### src/rtl/deskew_pkg.sv
// Shared definitions for the four-lane deskew aligner.
// Assumes decoded symbols: one byte plus a control flag per lane.
package deskew_pkg;

    localparam logic [7:0] ALIGN_BYTE = 8'h7C;

    typedef enum logic {
        ST_HUNT    = 1'b0,
        ST_ALIGNED = 1'b1
    } dsk_state_e;

    // True when a symbol is the alignment control character.
    function automatic logic is_align(input logic k, input logic [7:0] d);
        return k && (d == ALIGN_BYTE);
    endfunction

endpackage

### src/rtl/deskew_lane_fifo.sv
// Per-lane deskew buffer: a circular store that writes every cycle,
// flags the first alignment character seen while hunting and records
// the slot it went into. On load the read pointer takes that slot;
// afterwards it advances once per read cycle.
// Assumes DEPTH is a power of two and one clock for write and read.
module deskew_lane_fifo #(
    parameter int DEPTH = 8
) (
    input  logic       clk,
    input  logic       rst_n,
    input  logic       in_k,
    input  logic [7:0] in_data,
    input  logic       hunt_en,
    input  logic       clear,
    input  logic       load,
    input  logic       rd_en,
    output logic       hit,
    output logic       adet,
    output logic       rd_k,
    output logic [7:0] rd_data
);
    localparam int AW = $clog2(DEPTH);

    logic [8:0]    mem [DEPTH];
    logic [AW-1:0] wp_q;
    logic [AW-1:0] rp_q;
    logic [AW-1:0] cap_q;

    assign hit = deskew_pkg::is_align(in_k, in_data);

    // Store every incoming symbol.
    always_ff @(posedge clk) begin
        mem[wp_q] <= {in_k, in_data};
    end

    // Free-running write pointer.
    always_ff @(posedge clk) begin
        if (!rst_n) wp_q <= '0;
        else        wp_q <= wp_q + 1'b1;
    end

    // Remember the first alignment character of this hunt.
    always_ff @(posedge clk) begin
        if (!rst_n) begin
            adet  <= 1'b0;
            cap_q <= '0;
        end else if (clear) begin
            adet  <= 1'b0;
        end else if (hunt_en && hit && !adet) begin
            adet  <= 1'b1;
            cap_q <= wp_q;
        end
    end

    // Read pointer: start at the captured slot, then step with reads.
    always_ff @(posedge clk) begin
        if (!rst_n)     rp_q <= '0;
        else if (load)  rp_q <= adet ? cap_q : wp_q;
        else if (rd_en) rp_q <= rp_q + 1'b1;
    end

    assign rd_k    = mem[rp_q][8];
    assign rd_data = mem[rp_q][7:0];

    // a detection flag is held until the controller discards it.
    a_r2_adet_hold : assert property (@(posedge clk) disable iff (!rst_n)
        (adet && !clear) |=> adet);

    // a flag only rises on a cycle that presented the character.
    a_r2_adet_source : assert property (@(posedge clk) disable iff (!rst_n)
        $rose(adet) |-> $past(in_k && in_data == deskew_pkg::ALIGN_BYTE));

endmodule

### src/rtl/deskew_ctrl.sv
// Common deskew controller: hunts until every lane has a captured
// alignment character inside the skew window, then enables reading of
// all lanes together and monitors output columns for partial alignment.
// Assumes lane inputs are already word-synchronized on one clock.
module deskew_ctrl #(
    parameter int NUM_LANES = 4,
    parameter int DEPTH     = 8,
    parameter int BAD_LIMIT = 4
) (
    input  logic                 clk,
    input  logic                 rst_n,
    input  logic [NUM_LANES-1:0] lane_sync,
    input  logic [NUM_LANES-1:0] hit,
    input  logic [NUM_LANES-1:0] adet,
    input  logic [NUM_LANES-1:0] rd_hit,
    output logic                 hunt_en,
    output logic                 clear,
    output logic                 load,
    output logic                 rd_en,
    output logic                 align_status
);
    import deskew_pkg::*;

    localparam int SW = $clog2(DEPTH);
    localparam int BW = $clog2(BAD_LIMIT + 1);
    localparam logic [SW-1:0] SKEW_LAST = SW'(DEPTH - 2);
    localparam logic [BW-1:0] BAD_LAST  = BW'(BAD_LIMIT - 1);

    dsk_state_e    state_q, state_d;
    logic [SW-1:0] skew_q, skew_d;
    logic [BW-1:0] bad_q, bad_d;
    logic          ok, all_now, any_adet, col_full, col_part;

    assign ok       = &lane_sync;
    assign hunt_en  = (state_q == ST_HUNT) && ok;
    assign rd_en    = (state_q == ST_ALIGNED) && ok;
    assign all_now  = &(adet | hit);
    assign any_adet = |adet;
    assign col_full = &rd_hit;
    assign col_part = (|rd_hit) && !col_full;

    // Next-state, skew window and partial-column bookkeeping.
    always_comb begin
        state_d = state_q;
        skew_d  = skew_q;
        bad_d   = bad_q;
        clear   = 1'b0;
        load    = 1'b0;
        if (!ok) begin
            state_d = ST_HUNT;
            clear   = 1'b1;
            skew_d  = '0;
            bad_d   = '0;
        end else if (state_q == ST_HUNT) begin
            bad_d = '0;
            if (all_now) begin
                load    = 1'b1;
                clear   = 1'b1;
                state_d = ST_ALIGNED;
                skew_d  = '0;
            end else if (any_adet && skew_q == SKEW_LAST) begin
                clear  = 1'b1;
                skew_d = '0;
            end else if (any_adet) begin
                skew_d = skew_q + 1'b1;
            end else begin
                skew_d = '0;
            end
        end else begin
            if (col_full) begin
                bad_d = '0;
            end else if (col_part) begin
                if (bad_q == BAD_LAST) begin
                    state_d = ST_HUNT;
                    clear   = 1'b1;
                    bad_d   = '0;
                end else begin
                    bad_d = bad_q + 1'b1;
                end
            end
        end
    end

    // State and counter registers.
    always_ff @(posedge clk) begin
        if (!rst_n) begin
            state_q <= ST_HUNT;
            skew_q  <= '0;
            bad_q   <= '0;
        end else begin
            state_q <= state_d;
            skew_q  <= skew_d;
            bad_q   <= bad_d;
        end
    end

    // Status follows the read enable, in step with the output register.
    always_ff @(posedge clk) begin
        if (!rst_n) align_status <= 1'b0;
        else        align_status <= rd_en;
    end

    // losing sync on any lane removes alignment on the next edge.
    a_r4_sync_loss : assert property (@(posedge clk) disable iff (!rst_n)
        !(&lane_sync) |=> !align_status);

    // the skew window counter never passes its last value.
    a_r5_skew_window : assert property (@(posedge clk) disable iff (!rst_n)
        skew_q <= SKEW_LAST);

    // the partial-column run stays below its limit.
    a_r6_bad_bound : assert property (@(posedge clk) disable iff (!rst_n)
        bad_q <= BAD_LAST);

endmodule

### src/rtl/deskew_aligner.sv
// Four-lane deskew aligner top: one deskew buffer per lane, a common
// controller, and registered aligned outputs that read zero while the
// lanes are not aligned. Assumes one clock for all lanes.
module deskew_aligner #(
    parameter int NUM_LANES = 4,
    parameter int DEPTH     = 8,
    parameter int BAD_LIMIT = 4
) (
    input  logic                   clk,
    input  logic                   rst_n,
    input  logic [NUM_LANES-1:0]   lane_sync,
    input  logic [NUM_LANES-1:0]   rx_k,
    input  logic [NUM_LANES*8-1:0] rx_data,
    output logic [NUM_LANES-1:0]   out_k,
    output logic [NUM_LANES*8-1:0] out_data,
    output logic                   align_status
);
    localparam int DW = NUM_LANES * 8;

    logic [NUM_LANES-1:0] hit, adet, rd_k, rd_hit;
    logic [DW-1:0]        rd_data;
    logic                 hunt_en, clear, load, rd_en;

    for (genvar g = 0; g < NUM_LANES; g++) begin : g_lane
        deskew_lane_fifo #(.DEPTH(DEPTH)) u_fifo (
            .clk     (clk),
            .rst_n   (rst_n),
            .in_k    (rx_k[g]),
            .in_data (rx_data[8*g +: 8]),
            .hunt_en (hunt_en),
            .clear   (clear),
            .load    (load),
            .rd_en   (rd_en),
            .hit     (hit[g]),
            .adet    (adet[g]),
            .rd_k    (rd_k[g]),
            .rd_data (rd_data[8*g +: 8])
        );
        assign rd_hit[g] = deskew_pkg::is_align(rd_k[g], rd_data[8*g +: 8]);
    end

    deskew_ctrl #(
        .NUM_LANES (NUM_LANES),
        .DEPTH     (DEPTH),
        .BAD_LIMIT (BAD_LIMIT)
    ) u_ctrl (
        .clk          (clk),
        .rst_n        (rst_n),
        .lane_sync    (lane_sync),
        .hit          (hit),
        .adet         (adet),
        .rd_hit       (rd_hit),
        .hunt_en      (hunt_en),
        .clear        (clear),
        .load         (load),
        .rd_en        (rd_en),
        .align_status (align_status)
    );

    // Output register: aligned column while reading, zero otherwise.
    always_ff @(posedge clk) begin
        if (!rst_n || !rd_en) begin
            out_k    <= '0;
            out_data <= '0;
        end else begin
            out_k    <= rd_k;
            out_data <= rd_data;
        end
    end

    // alignment starts on a full column of alignment characters.
    a_r3_first_column : assert property (@(posedge clk) disable iff (!rst_n)
        $rose(align_status) |-> (&out_k && out_data == {NUM_LANES{deskew_pkg::ALIGN_BYTE}}));

    // outputs are quiet whenever alignment is absent.
    a_r7_quiet_outputs : assert property (@(posedge clk) disable iff (!rst_n)
        !align_status |-> (out_k == '0 && out_data == '0));

endmodule

### config.mk
export PLATFORM = sky130hd
export DESIGN_NAME = deskew_aligner
export DESIGN_NICKNAME = d
export VERILOG_FILES = /design/src/rtl/deskew_pkg.sv /design/src/rtl/deskew_lane_fifo.sv /design/src/rtl/deskew_ctrl.sv /design/src/rtl/deskew_aligner.sv
export SDC_FILE = /design/constraint.sdc
export NUM_CORES = 1
export LEC_CHECK = 0
export ABC_AREA = 1
export CAP_MARGIN = 20
export CELL_PAD_IN_SITES_DETAIL_PLACEMENT = 0
export CELL_PAD_IN_SITES_GLOBAL_PLACEMENT = 2
export CORE_ASPECT_RATIO = 0.9
export CORE_MARGIN = 1
export CORE_UTILIZATION = 30
export DETAILED_ROUTE_END_ITERATION = 16
export GPL_ROUTABILITY_DRIVEN = 0
export PLACE_DENSITY_LB_ADDON = 0.1
export SYNTH_ARGS = -nofsm -noshare
export SYNTH_HDL_FRONTEND = slang
export SYNTH_SLANG_ARGS = --single-unit
export TNS_END_PERCENT = 50
### constraint.sdc
create_clock -name clk -period 3.05 [get_ports clk]
set_input_delay 0.61 -clock clk [delete_from_list [all_inputs] [get_ports clk]]
set_output_delay 0.61 -clock clk [all_outputs]
set_load 0.01 [all_outputs]
==> flow_summary.ini <==
[final_layout]
final_common_cell = nand2_1
multi_input_area_um2 = 4160
num-fill-cells = 5217
antenna_cells = 0
drive_above_1_share_pct = 10.4
nNetsFinal = 1854
syn_to_final_growth_pct = 23.3
final_cell_mix = 470 x nand2_1, 288 x edfxtp_1, 229 x inv_1, 139 x nor2_1, 125 x nand3_1
seq_area_um2 = 10600

[cts]
cts_buffers = 46
cts_sinks = 384
cts_tree = done
cts_root_buf = clkbuf_16
cts-htree-levels = 2
path_clk_slew_ns = 0.06
cts_buffer_depth = 3
clock_latency_ns = 0.57

[detailed_routing]
wl_um = 43800
wl_per_cell_um = 17.3
drc = 0
dr_total_vias = 11076
ant_nets = 0
via_per_inst = 4.38
drt_iter0_drc = 623
drtPass1Iterations = 5

[run_status]
status = complete, no violations

[worst_setup_path]
reg2reg_slack_ns = 0.32
crit_fanout = 36
r2r_cells = 18
r2r-end = g_lane[0].u_fifo.cap_q[1]$_SDFFE_PN0P_
crit_type = flop to flop
cp.required_ns = 3.56
critical_path_arrival_ns = 3.24
crit_path_end = g_lane[0].u_fifo.cap_q[1]$_SDFFE_PN0P_
cp-start-kind = flop
endpoint_kind = flop

[sta]
slew_headroom_pct = 54.0
skew_ns = 0.0129
fin_crit_ns = 2.73
rsz0062_at_grt = no
tightest_slew_ns = 0.684
finalSetupTns_ns = 0
timing.final.crit_share_pct = 89.5
drv_slew = 0
setup_viol = 0
hold_viol = 0
max_freq_ghz = 0.366
holdWs_ns = 0.456

[logic_synthesis]
synth_area_leaders = edfxtp_1 54%, dfxtp_1 12%, nand2_1 11%
synthesis.area_um2 = 16000
synth_edf_count = 288
synth_cell_types = 35
ys_ff_latch = 384
async_reset_ff_share_pct = 0
synth_top_area_share_pct = 54.1
ys_warn_count = 0
synth_top_cell_by_area = edfxtp_1
syn_avg_cell_area_um2 = 9.81
ys.flop_type = edfxtp_1
synth_cells = 1629
syn_nets = 1682
ys_seq_area_share_pct = 66.1

[grt]
grt_pass1_vias = 10896
grt_max_degree = 40
antenna_found_initial = 1
overflow = 0
grt_pass1_wl_um = 67700
grtUsageTotal_pct = 16.6

[die]
core_area_um2 = 52200
num_io_pins = 79
rows = 79
fp.dieArea_um2 = 54200
floorplan.die.height_um = 221
dieWidth_um = 245
initial_core_util_pct = 30.6

[flow_run]
maxCapViolCount = 0

[power_and_ir_drop]
peakVddDrop_v = 0.000351
power.density_nw_per_um2 = 611
p_leak_nw = 8.21

[place]
dpl.hpwl_um = 27800
place.port_buffers = 78

[worst_hold_path]
hp-class = flop to flop
-- critical path: stages (launching register included) --
cell and delay, ns:
dfxtp_1 0.34, bufinv_8 0.33, nand2_1 0.08, nand2_1 0.07, nand2_1 0.05, nand2_1 0.08
nand2_1 0.06, nand2_1 0.14, nand2_1 0.08, nor2_2 0.18, nand3_1 0.17, nand2_1 0.22
inv_2 0.07, nand2_4 0.10, nand4_4 0.23, buf_4 0.24, nand4_1 0.07, nand2_1 0.05
nor2_1 0.09
-- through the flow --
step | utilization [%] | cells | setup WS [ns] | area (um^2) | power (W)
floorplan | - | 1629 | 0.918 | 16000 | 0.00626
global placement | 34.7 | 2439 | 0.0132 | 18100 | 0.00662
detailed placement | 34.7 | 2439 | 0.0512 | 18100 | 0.00662
CTS | 37.7 | 2524 | 0.104 | 19700 | 0.0122
global route | 37.8 | 2526 | 0.0128 | 19700 | 0.0125
finish | 37.8 | 2526 | 0.320 | 19700 | 0.0120
-- final cells by class --
type | count | area share, %
Sequential cell | 384 | 53.6
Tap cell | 688 | 4.37
Inverter | 245 | 4.79
Multi-Input combinational cell | 940 | 21.1
Timing Repair Buffer | 184 | 8.29
Clock inverter | 26 | 1.10
Clock buffer | 59 | 6.72
-- where the power goes --
part / internal, W / switching (W)
clock network: 0.00338 / 0.00217
logic: 0.000214 / 0.000405
registers: 0.00582 / 0.0000533
-- cell usage after synthesis (2+ instances only) --
cell and count:
inv_4 4, nor3_1 48, o21ai_0 55, buf_2 25, clkbuf_1 15, clkinv_1 5
inv_1 229, inv_2 7, xor2_1 5, a21oi_1 29, dfxtp_1 96, o22ai_1 2
a32o_1 2, edfxtp_1 288, nand2_1 470, ha_1 11, o21ai_1 13, nor2_1 140
xnor2_1 5, buf_4 19, nand3_1 127, nand4_1 21
-- state kept, by name (all words and copies together) (netlist names), 4 cells and up, named ones only --
signal               cells
out_k                    4
g_lane.u_fifo.rp_q      12
g_lane.u_fifo.cap_q     12
out_data                32
g_lane.u_fifo.adet       4
g_lane.u_fifo.mem      288
g_lane.u_fifo.wp_q      12
-- routing by layer --
| metal | global-route usage (%) | vias up | part of all wire (%) |
|---|---|---|---|
| met4 | 4.52 | 2 | 1.7 |
| met2 | 26.0 | 160 | 46 |
| li1 | - | 5638 | - |
| met5 | 0 | - | 0.030 |
| met3 | 2.58 | 59 | 3.5 |
| met1 | 23.6 | 5217 | 49 |
-- worst min path at each step --
stage,from,endpoint,slack [ns],depth (start not counted)
CTS,u_ctrl.bad_q[2]$_SDFFE_PP0N_,u_ctrl.bad_q[2]$_SDFFE_PP0N_,0.46,2
finish,u_ctrl.bad_q[2]$_SDFFE_PP0N_,u_ctrl.bad_q[2]$_SDFFE_PP0N_,0.46,2
floorplan,u_ctrl.bad_q[2]$_SDFFE_PP0N_,u_ctrl.bad_q[2]$_SDFFE_PP0N_,0.43,2
global placement,u_ctrl.bad_q[2]$_SDFFE_PP0N_,u_ctrl.bad_q[2]$_SDFFE_PP0N_,0.45,2
global route,u_ctrl.bad_q[2]$_SDFFE_PP0N_,u_ctrl.bad_q[2]$_SDFFE_PP0N_,0.49,2
detailed placement,u_ctrl.bad_q[2]$_SDFFE_PP0N_,u_ctrl.bad_q[2]$_SDFFE_PP0N_,0.45,2
-- timing repair --
action | CTS | global route
hold buffers | 0 | 0
resized for setup | 0 | 10
setup endpoints to repair | 0 | 15
buffers inserted | 0 | 2
-- kinds of logic (layout without fill, tap and decap cells) --
family,after synthesis,after routing,share of synthesized area [%]
buffers and inverters,305,514,7.91
XOR/XNOR,10,10,0.548
AO/OA/AOI/OAI,106,106,3.48
AND/OR/NAND/NOR,812,812,21.0
flip-flops,384,384,66.1
adder cells (fa/ha/maj),11,11,0.861
multiplexers,1,1,0.0626
Power figures use the tool's default switching activity.
